### config.mk
export PLATFORM = sky130hd
export DESIGN_NAME = fine_timer8
export DESIGN_NICKNAME = d
export VERILOG_FILES = /design/src/rtl/ft8_pkg.sv /design/src/rtl/ft8_regs.sv /design/src/rtl/ft8_trim.sv /design/src/rtl/ft8_core.sv /design/src/rtl/fine_timer8.sv
export SDC_FILE = /design/constraint.sdc
export NUM_CORES = 1
export LEC_CHECK = 0
export ABC_CLOCK_PERIOD_IN_PS = 2300
export CORE_ASPECT_RATIO = 1.5
export CORE_MARGIN = 2
export CORE_UTILIZATION = 23
export CTS_BUF_LIST = sky130_fd_sc_hd__clkbuf_8
export CTS_CLUSTER_DIAMETER = 200
export DETAILED_ROUTE_END_ITERATION = 10
export GPL_TIMING_DRIVEN = 1
export PLACE_DENSITY = 0.55
export SYNTH_ARGS = -nofsm -noshare
export SYNTH_HDL_FRONTEND = slang
export SYNTH_HIERARCHICAL = 1
export SYNTH_SLANG_ARGS = --single-unit
### constraint.sdc
create_clock -name clk -period 2.3 [get_ports clk]
set_clock_uncertainty 0.15 [all_clocks]
set_input_delay 0.46 -clock clk [delete_from_list [all_inputs] [get_ports clk]]
set_output_delay 0.46 -clock clk [all_outputs]
set_load 0.01 [all_outputs]
### src/rtl/ft8_pkg.sv
package ft8_pkg;
  localparam int unsigned DEF_CNT_W  = 8;
  localparam int unsigned DEF_TRIM_W = 4;
  localparam int unsigned DEF_REG_W  = 16;
  localparam int unsigned DEF_ADDR_W = 2;

  // register map
  localparam logic [DEF_ADDR_W-1:0] A_COUNT  = 2'd0;
  localparam logic [DEF_ADDR_W-1:0] A_CTRL   = 2'd1;
  localparam logic [DEF_ADDR_W-1:0] A_RELOAD = 2'd2;

  // control field positions
  localparam int unsigned B_RUN  = 0;
  localparam int unsigned B_CLR  = 1;
  localparam int unsigned B_ONE  = 4;
  localparam int unsigned B_TRIM = 8;
endpackage

### src/rtl/ft8_regs.sv
module ft8_regs
  import ft8_pkg::*;
#(
  parameter int unsigned CNT_W  = DEF_CNT_W,
  parameter int unsigned TRIM_W = DEF_TRIM_W,
  parameter int unsigned REG_W  = DEF_REG_W,
  parameter int unsigned ADDR_W = DEF_ADDR_W
) (
  input  logic              clk,
  input  logic              rst,
  input  logic              wr_en,
  input  logic [ADDR_W-1:0] wr_addr,
  input  logic [REG_W-1:0]  wr_data,
  input  logic [ADDR_W-1:0] rd_addr,
  input  logic [CNT_W-1:0]  count,
  input  logic              wrap,
  output logic              run,
  output logic              one_shot,
  output logic [TRIM_W-1:0] trim,
  output logic [CNT_W-1:0]  reload,
  output logic              sw_clr,
  output logic [REG_W-1:0]  rd_data
);
  logic             ctrl_wr;
  logic             rel_wr;
  logic [REG_W-1:0] rd_mux;

  assign ctrl_wr = wr_en && (wr_addr == A_CTRL);
  assign rel_wr  = wr_en && (wr_addr == A_RELOAD);
  assign sw_clr  = ctrl_wr && wr_data[B_CLR];

  always_comb begin
    rd_mux = '0;
    case (rd_addr)
      A_COUNT:  rd_mux[CNT_W-1:0] = count;
      A_CTRL: begin
        rd_mux[B_RUN]              = run;
        rd_mux[B_ONE]              = one_shot;
        rd_mux[B_TRIM +: TRIM_W]   = trim;
      end
      A_RELOAD: rd_mux[CNT_W-1:0] = reload;
      default:  rd_mux = '0;
    endcase
  end

  always_ff @(posedge clk) begin
    if (rst) begin
      run      <= 1'b0;
      one_shot <= 1'b0;
      trim     <= '0;
      reload   <= '1;
      rd_data  <= '0;
    end else begin
      if (ctrl_wr) begin
        run      <= wr_data[B_RUN];
        one_shot <= wr_data[B_ONE];
        trim     <= wr_data[B_TRIM +: TRIM_W];
      end else if (wrap && one_shot) begin
        run <= 1'b0;
      end
      if (rel_wr) reload <= wr_data[CNT_W-1:0];
      rd_data <= rd_mux;
    end
  end
endmodule

### src/rtl/ft8_trim.sv
module ft8_trim
  import ft8_pkg::*;
#(
  parameter int unsigned TRIM_W = DEF_TRIM_W
) (
  input  logic              clk,
  input  logic              rst,
  input  logic              sw_clr,
  input  logic              wrap,
  input  logic [TRIM_W-1:0] trim,
  output logic              stretch_due
);
  // pos = frame position - 1
  logic [TRIM_W-1:0] pos;
  logic [TRIM_W-1:0] from_end;
  logic [TRIM_W-1:0] rank;

  assign from_end = ~pos;

  // fill rank of a position is the bit-reversed distance from the frame end
  for (genvar i = 0; i < TRIM_W; i++) begin : g_rev
    assign rank[i] = from_end[TRIM_W-1-i];
  end

  assign stretch_due = (rank < trim);

  always_ff @(posedge clk) begin
    if (rst || sw_clr) pos <= '0;
    else if (wrap)     pos <= pos + 1'b1;
  end
endmodule

### src/rtl/ft8_core.sv
module ft8_core
  import ft8_pkg::*;
#(
  parameter int unsigned CNT_W = DEF_CNT_W
) (
  input  logic             clk,
  input  logic             rst,
  input  logic             cnt_en,
  input  logic             run,
  input  logic             sw_clr,
  input  logic             stretch_due,
  input  logic [CNT_W-1:0] reload,
  output logic [CNT_W-1:0] count,
  output logic             wrap,
  output logic             uflow,
  output logic             clk_out
);
  logic tick;
  logic at_zero;
  logic held;

  assign tick    = cnt_en && run && !sw_clr;
  assign at_zero = (count == '0);
  assign wrap    = tick && at_zero && !(stretch_due && !held);

  always_ff @(posedge clk) begin
    if (rst) begin
      count   <= '1;
      held    <= 1'b0;
      uflow   <= 1'b0;
      clk_out <= 1'b0;
    end else begin
      uflow <= wrap;
      if (wrap) clk_out <= ~clk_out;
      if (sw_clr) begin
        count <= reload;
        held  <= 1'b0;
      end else if (tick) begin
        if (!at_zero) begin
          count <= count - 1'b1;
        end else if (wrap) begin
          count <= reload;
          held  <= 1'b0;
        end else begin
          held <= 1'b1;
        end
      end
    end
  end
endmodule

### src/rtl/fine_timer8.sv
module fine_timer8
  import ft8_pkg::*;
#(
  parameter int unsigned CNT_W  = DEF_CNT_W,
  parameter int unsigned TRIM_W = DEF_TRIM_W,
  parameter int unsigned REG_W  = DEF_REG_W,
  parameter int unsigned ADDR_W = DEF_ADDR_W
) (
  input  logic              clk,
  input  logic              rst,
  input  logic              cnt_en,
  input  logic              wr_en,
  input  logic [ADDR_W-1:0] wr_addr,
  input  logic [REG_W-1:0]  wr_data,
  input  logic [ADDR_W-1:0] rd_addr,
  output logic [REG_W-1:0]  rd_data,
  output logic              uflow,
  output logic              clk_out
);
  logic              run_q;
  logic              one_shot_q;
  logic [TRIM_W-1:0] trim_q;
  logic [CNT_W-1:0]  reload_q;
  logic [CNT_W-1:0]  count_q;
  logic              sw_clr;
  logic              wrap;
  logic              stretch_due;

  ft8_regs #(.CNT_W(CNT_W), .TRIM_W(TRIM_W), .REG_W(REG_W), .ADDR_W(ADDR_W)) u_regs (
    .clk(clk), .rst(rst), .wr_en(wr_en), .wr_addr(wr_addr), .wr_data(wr_data),
    .rd_addr(rd_addr), .count(count_q), .wrap(wrap), .run(run_q),
    .one_shot(one_shot_q), .trim(trim_q), .reload(reload_q), .sw_clr(sw_clr),
    .rd_data(rd_data)
  );

  ft8_trim #(.TRIM_W(TRIM_W)) u_trim (
    .clk(clk), .rst(rst), .sw_clr(sw_clr), .wrap(wrap), .trim(trim_q),
    .stretch_due(stretch_due)
  );

  ft8_core #(.CNT_W(CNT_W)) u_core (
    .clk(clk), .rst(rst), .cnt_en(cnt_en), .run(run_q), .sw_clr(sw_clr),
    .stretch_due(stretch_due), .reload(reload_q), .count(count_q),
    .wrap(wrap), .uflow(uflow), .clk_out(clk_out)
  );
endmodule

### After elaboration in Yosys (flattened, before gate mapping)

Cells that the tools add are included.
Widths: inputs -> output; s select.

* output and inout bits: 18
* word-level logic and storage cells: 55
* register bits after elaboration: 45

* bitwise logic cells: 3
* reductions and logical operators: 21
* muxes and demuxes: 11
* $add $sub $neg: 2
* $lt $le $gt $ge: 1
* eq/ne operators: 5

Operators by type and width (number)
* $mux 8: 4
* $pmux 3 s2: 2
* $logic_and 1x1->1: 9
* $logic_not 8->1: 1
* $sub 8x1->8 const B: 1
* $pmux 1 s3: 2
* $add 4x1->4 const B: 1
* $eq 2x1->1 const B: 2
* $eq 2x2->1 const B: 2
* $lt 4x4->1: 1
* $not 4->4: 1
* $reduce_and 2->1: 2
* $reduce_bool 2->1: 2
* $reduce_or 2->1: 2
* $logic_not 1->1: 3
* $mux 1: 3
* $ne 3x2->1 const B: 1
* $logic_not 2->1: 1
* $not 1->1: 2
* $logic_or 1x1->1: 1

### Longest topological paths before layout

Gate-level depths: netlist (run 1).

* depth after elaboration: 11
* gate-level depth with buffers: 10
* gate-level depth less buffers: 10

### Modules after synthesis

The synthesis (run 1) kept the hierarchy.

By module, submodules not included
* ft8_regs: area an instance 1039.7 um^2, cells each 110, seq. area each 520.5 um^2, times used 1
* ft8_core: area an instance 809.5 um^2, cells each 97, seq. area each 220.2 um^2, times used 1
* ft8_trim: area an instance 266.5 um^2, cells each 30, seq. area each 80.1 um^2, times used 1

### Worst setup path after synthesis (run 1)

OpenSTA, ideal clock, no wires.

* path kind: input-to-reg
* from: input port wr_en
* to: register u_trim.pos[3]
* path slack: -67 ps
* cell stages on the path: 8
* data required time: 2027 ps
* arrival: 2094 ps
* setup time: 123 ps
* path through: and3b_1 > buf_4 > and2_1 > clkbuf_1 > buf_1 > nor2_1 > nand4_1 > mux2_1

* word-level cells in the longest chain between the ends: 6
* elaborated cells on any way between the ends: 7
* those cells by class: 7 x reduce/logical

RTL lines
* start: declaration: line fine_timer8.sv:12 `input logic wr_en,`
* $logic_and 1x1->1: line ft8_regs.sv:28 `assign ctrl_wr = wr_en && (wr_addr == A_CTRL);`
* $logic_and 1x1->1: line ft8_regs.sv:30 `assign sw_clr = ctrl_wr && wr_data[B_CLR];`
* named net sw_clr: line fine_timer8.sv:25 `logic sw_clr;`
* $logic_not 1->1: line ft8_core.sv:22 `assign tick = cnt_en && run && !sw_clr;`
* $logic_and 1x1->1: line ft8_core.sv:22
* $logic_and 1x1->1 (2 in a row): line ft8_core.sv:24 `assign wrap = tick && at_zero && !(stretch_due && !held);`
* named net wrap: line fine_timer8.sv:26 `logic wrap;`
* end signal: assignment: line ft8_trim.sv:29 `else if (wrap) pos <= pos + 1'b1;`
* end: declaration: line ft8_trim.sv:14 `logic [TRIM_W-1:0] pos;`

The timed path passes the listed nets, and every way through them passes these cells.
A chain may end at the register's enable or synchronous reset.

### Final worst setup path (run 1)

* from: register u_regs.trim[1]
* to: register u_core.clk_out

* word-level cells in the longest chain between the ends: 4

RTL lines
* start: declaration: line ft8_regs.sv:19 `output logic [TRIM_W-1:0] trim,`
* start signal: assignment: line ft8_regs.sv:57 `trim <= wr_data[B_TRIM +: TRIM_W];`
* $lt 4x4->1: line ft8_trim.sv:25 `assign stretch_due = (rank < trim);`
* named net stretch_due: line fine_timer8.sv:27 `logic stretch_due;`
* $logic_and 1x1->1: line ft8_core.sv:24
* $logic_not 1->1: line ft8_core.sv:24
* $logic_and 1x1->1: line ft8_core.sv:24
* end signal: assignment: line ft8_core.sv:34 `if (wrap) clk_out <= ~clk_out;`
* end: declaration: line ft8_core.sv:16 `output logic clk_out`

The timed path passes the listed nets, and every way through them passes these cells.

==> results of run 1 <==
[path summary, 6_finish.rpt]
| path | cells after the start | end | slack, ns |
|---|---|---|---|
| setup reg to reg | 9 | u_core/clk_out$_SDFFE_PP0P_ | 0.16 |
| hold / removal | 2 | u_regs/trim[0]$_SDFFE_PP0P_ | 0.33 |
| setup / recovery | 9 | u_core/clk_out$_SDFFE_PP0P_ | 0.16 |
| hold reg to reg | 2 | u_regs/trim[0]$_SDFFE_PP0P_ | 0.33 |
[area by class of cell]
type,count,area [µm²]
clock buffers,5,68.8
well taps,110,138
flip-flops and latches,41,822
multi-input cells,170,1160
clock inverters,3,25.0
repair buffers,57,510
inverters,13,48.8
fillers,936,6110
[critical path: stages (launching register included)]
cell	delay, ns
dfxtp_1	0.36
inv_1	0.06
ha_1	0.28
a21boi_1	0.20
o221ai_2	0.13
nand2b_1	0.18
nand4_4	0.11
buf_4	0.17
or3_1	0.30
a21oi_1	0.14
[cells in the mapped netlist (all sizes together) (2+ instances only)]
library cell  number  area share [%]
buf               13             4.6
and2               6             1.8
nand4              2             1.3
a21oi             21             5.0
a21o               2            0.71
nand3              4            0.95
o211ai             3             1.1
o21ai             13             3.1
or2                3            0.89
nor2b              3             1.2
a21boi             2            0.71
mux2i             10             4.7
a22oi              3             1.1
a41oi              2            0.83
nor3b              2            0.95
ha                 6             3.5
nand3b             3             1.7
nor2              22             4.0
nand2             13             2.3
or3                3            0.89
o32ai              3             2.0
nor3              21             6.0
clkbuf             3            0.59
o221ai             2            0.83
inv               13             2.3
nand2b             2            0.95
dfxtp             41              39
[power breakdown]
group	total, W	switching [W]	internal, W
clock network	0.000499	0.000278	0.000221
registers	0.000739	0.0000116	0.000727
logic	0.000158	0.0000727	0.0000851
total	0.00140	0.000362	0.00103
[per-stage QoR]
step                TNS, ns  cell area (µm²)  hold WS [ns]
floorplan                 0             2130         0.291
global placement     -0.201             2670         0.314
detailed placement   -0.339             2670         0.317
CTS                       0             2760         0.331
global route              0             2770         0.359
finish                    0             2770         0.327
[metal layers]
layer | vias up | share of wire, %
met5 | - | 0
met4 | 0 | 3.8
li1 | 937 | -
met3 | 13 | 3.1
met1 | 888 | 39
met2 | 47 | 54
[timing repair]
item,CTS,global route
buffers inserted,0,0
resized for setup,0,3
setup endpoints to repair,0,5
hold buffers,0,0
[sequential cells by signal, summed over array words and instances (netlist names)]
signal and cells:
u_regs/one_shot 1, u_core/count 8, u_core/held 1, u_regs/trim 4, u_core/clk_out 1, u_core/uflow 1, u_regs/run 1, u_regs/reload 8
u_trim/pos 4, u_regs/rd_data 12
[cell families (layout without fill, tap and decap cells)]
kind of cell / after synthesis / count (layout) / share of synthesized area [%]
and+or+nand+nor: 90 / 90 / 25.9
AOI/OAI and AO/OA: 58 / 58 / 18.4
DFF: 41 / 41 / 38.8
buffers and inverters: 29 / 78 / 7.51
muxes: 11 / 11 / 5.26
adders and majority gates: 6 / 6 / 3.55
other: 1 / 4 / 0.177
xor gates and xnor gates: 1 / 1 / 0.414
[cell usage in the layout, fill, tap and decap left out, types with 5 or more instances in the layout]
master	instances
a21oi_1	21
and2_1	5
buf_4	24
clkbuf_8	5
clkdlybuf4s50_1	33
dfxtp_1	40
ha_1	6
inv_1	13
mux2i_1	10
nand2_1	13
nor2_1	20
nor3_1	18
o21ai_0	13
==> flow_summary.ini, run 1 <==
[status]
status = complete, no violations

[synth]
synthCells = 237
synth_flop_cell = dfxtp_1
syn_area_um2 = 2120
yosysUniqueCellTypes = 58
ys_ff_latch = 41
yosys_warnings = 6
synthArstFlopShare_pct = 0
synth_edf_count = 0
ys_seq_area_share_pct = 38.8
syn_avg_cell_area_um2 = 8.93

[sta]
fmax_mhz = 466
min_period_ns = 2.14
finalHoldViolCount = 0
finalSetupViolCount = 0
rsz0062_at_grt = no
setup_slack_ns = 0.155
report.final.slew_viol_count = 0
timing.final.crit_share_pct = 93.2

[floorplan]
rows = 42
start_util_pct = 23.8
core_area_um2 = 8880
dieArea_um2 = 10000
die_h_um = 121
die_w_um = 82.3
ios = 42

[detailed_routing]
routed_wl_um = 5380
drcViolationCount = 0
wl_per_cell_um = 13.5
viasPerCell = 4.72
first_pass_iters = 4
first_iter_violations = 81
vias = 1885
antenna_left = 0

[place]
post-place-cells = 391
pre_cts_slack_ns = -0.0606
dpl.hpwl_um = 4210
place.gp.congestion = 0.855
port_buffers = 33

[setup_path]
crit_type = reg -> reg
arrival_ns = 2.23
end_kind = register
start_kind = register
critPathRequiredTime_ns = 2.38
startpoint = u_regs/trim[1]$_SDFFE_PP0P_
r2r_start = u_regs/trim[1]$_SDFFE_PP0P_
cp_max_fo = 5

[clocking]
tritoncts = yes
clock-sinks = 41
numCtsBuffers = 5
clock_path_buffers = 2
clk_pin_slew_worst_paths_ns = 0.08
htree_levels = 2
clockRootBuffer = clkbuf_8
clk_latency_ns = 0.30

[worst_hold_path]
hold_class = reg -> reg
min_from = u_regs/trim[0]$_SDFFE_PP0P_

[grt]
overflow = 0
grt_pass1_vias = 1864
grt_antenna_before_repair = 0
use_met3_pct = 1.86
grtUsageTotal_pct = 11.3
use_met2_pct = 21.2
met1_usage_pct = 11.4
grt_max_degree = 17
top_usage_layer = met2
grt_pass1_wl_um = 8630

[cells_and_area]
nets = 318
diodes = 0
areaGrowthSynthToFinish_pct = 30.9
fin_util_pct = 31.2
final_cells = 399
drive_gt1_share_pct = 18.3

[power_and_ir_drop]
p_per_area_nw_per_um2 = 504
leakage_nw = 1.04
power_w = 0.00140
worst_ir_drop_vdd_v = 0.000244

[flow_run]
drv_cap = 0
(Power assumes the default switching activity.)
==> run 2: changes to the inputs <==
CORE_UTILIZATION = 44   (was 23)
CTS_BUF_LIST = default   (was sky130_fd_sc_hd__clkbuf_8)
HOLD_SLACK_MARGIN = 0.1   (was default)
PLACE_DENSITY = 0.85   (was 0.55)
==> run 2 against run 1 <==
Effect of this change: critical path depth is the same; highest routed layer unchanged; flip-flop and latch count unchanged; combinational power hardly changed; core utilization increased by 28 points; register-to-register slack worse by 0.03 ns; global-route usage is 9.2 points higher; final cell count fell by 11%.
==> flow_summary.ini, run 2 (synthesis gave the netlist of run 1 again) <==
[status]
status = complete, no violations

[setup_path]
r2r_end = u_core/count[4]$_SDFFE_PP1P_
worst-r2r-setup-slack_ns = 0.12
path_cells = inv_1 > ha_2 > or3_1 > o221ai_2 > and2b_1 > a41oi_1 > buf_4 > nor2b_4 > a22oi_1
worst-path-buf-inv = 2
slowest_stage = or3_1
worst_r2r_path_depth = 9
cp_max_fo = 5
startpoint = u_trim/pos[0]$_SDFFE_PP0P_
path_delay_family = simple AND/OR/NAND/NOR gates
crit_type = reg -> reg
arrival_ns = 2.26
critPathRequiredTime_ns = 2.38
start_kind = register
end_kind = register
slowest_delay_ns = 0.38
r2r_start = u_trim/pos[0]$_SDFFE_PP0P_

[place]
port_buffers = 33
place.gp.congestion = 0.903
pre_cts_slack_ns = -0.0878
dpl.hpwl_um = 3850

[detailed_routing]
vias = 1933
antenna_left = 0
drcViolationCount = 0
wl_per_cell_um = 14.2
first_iter_violations = 119
viasPerCell = 5.46
routed_wl_um = 5030
first_pass_iters = 4

[sta]
finalHoldViolCount = 0
setup_tns_ns = 0
report.final.slew_viol_count = 0
min_period_ns = 2.18
timing.final.crit_share_pct = 94.7
rsz0062_at_grt = no
fmax_mhz = 459
setup_slack_ns = 0.123
finalSetupViolCount = 0

[clocking]
numCtsBuffers = 5
htree_levels = 2
clk_pin_slew_worst_paths_ns = 0.09
clock-sinks = 41
clockRootBuffer = clkbuf_8
clock_path_buffers = 2
tritoncts = yes
ctsHoldBuffers = 0
clk_latency_ns = 0.31

[power_and_ir_drop]
p_sw_share_pct = 25.6
clockPowerShare_pct = 35.1
leakage_nw = 1.05
p_per_area_nw_per_um2 = 507
p_comb_share_pct = 11.4
power_w = 0.00138
internal-power_w = 0.00103
power_frac_seq_pct = 53.5
worst_ir_drop_vdd_v = 0.000407
p_switching_w = 0.000354

[cells_and_area]
nets = 319
mostFrequentLayoutCells = dfxtp_1 (39), clkdlybuf4s50_1 (33), buf_4 (25)
reg_top3 = u_regs/rd_data (12), u_core/count (8), u_regs/reload (8)
drive_gt1_share_pct = 20.0
fillers = 401
largest_reg_flops = 12
fin_util_pct = 59.6
top_register = u_regs/rd_data
final_common_cell = dfxtp_1
diodes = 0
areaGrowthSynthToFinish_pct = 28.9

[grt]
use_met2_pct = 37.0
grt_max_degree = 17
grt_pass1_vias = 1853
grtUsageTotal_pct = 20.6
met1_usage_pct = 20.5
top_usage_layer = met2
grt_antenna_before_repair = 0
overflow = 0
grt_pass1_wl_um = 8240
use_met3_pct = 4.49

[floorplan]
die_h_um = 88.9
dieArea_um2 = 5390
start_util_pct = 46.2
ios = 42
core_area_um2 = 4580
rows = 30
die_w_um = 60.6

[worst_hold_path]
hold_class = reg -> reg
whs_endpoint = u_regs/trim[3]$_SDFFE_PP0P_
holdPathStages = 2
min_from = u_regs/trim[3]$_SDFFE_PP0P_

[flow_run]
drv_cap = 0
run 2: what timing repair did:
action	in CTS	in global routing
gates resized for setup	0	7
buffers inserted	0	0
setup endpoints to repair	0	11
run 2: worst register-to-register path, cell delays in order, from the launching register on:
cell and delay (ns):
dfxtp_1 0.35, inv_1 0.06, ha_2 0.18, or3_1 0.38, o221ai_2 0.19, and2b_1 0.17, a41oi_1 0.11, buf_4 0.18
nor2b_4 0.14, a22oi_1 0.18
run 2: worst max-delay path by stage:
stage                              endpoint  slack, ns  cells past startpoint
2_1_floorplan    u_trim/pos[3]$_SDFFE_PP0P_       0.08                      8
3_3_place_gp   u_core/count[6]$_SDFFE_PP1P_      -0.08                      8
3_5_place_dp   u_core/count[6]$_SDFFE_PP1P_      -0.09                      8
4_1_cts        u_core/count[1]$_SDFFE_PP1P_       0.05                     10
5_1_grt        u_core/count[4]$_SDFFE_PP1P_       0.01                      9
6_report       u_core/count[4]$_SDFFE_PP1P_       0.12                      9
run 2: layout make-up:
type	count	area, µm²	share of cell area, %
flip-flops and latches	41	823	30.2
inverters	13	48.8	1.79
clock buffers	5	68.8	2.52
well taps	64	80.1	2.94
multi-input cells	170	1170	42.8
repair buffers	58	518	19.0
clock inverters	3	21.3	0.780
run 2: per-stage QoR:
stage	cell area (µm²)	hold WS (ns)	instances
finish	2730	0.320	354
global route	2730	0.338	354
CTS	2710	0.325	354
detailed placement	2620	0.314	346
global placement	2620	0.310	346
floorplan	2130	0.291	240
run 2: per-layer routing:
metal  routed length (µm)  part of all wire, %
met5                    0                    0
met4                  216                  4.3
met3                  229                  4.6
met2                 2730                   54
met1                 1850                   37
run 2: power groups by stage:
stage / clock network [W] / registers [W] / logic (W)
after floorplan: 0 / 0.000757 / 0.0000763
after global placement: 0 / 0.000755 / 0.000153
after detailed placement: 0 / 0.000756 / 0.000156
after CTS: 0.000495 / 0.000739 / 0.000157
after global routing: 0.000524 / 0.000742 / 0.000172
final: 0.000485 / 0.000739 / 0.000158
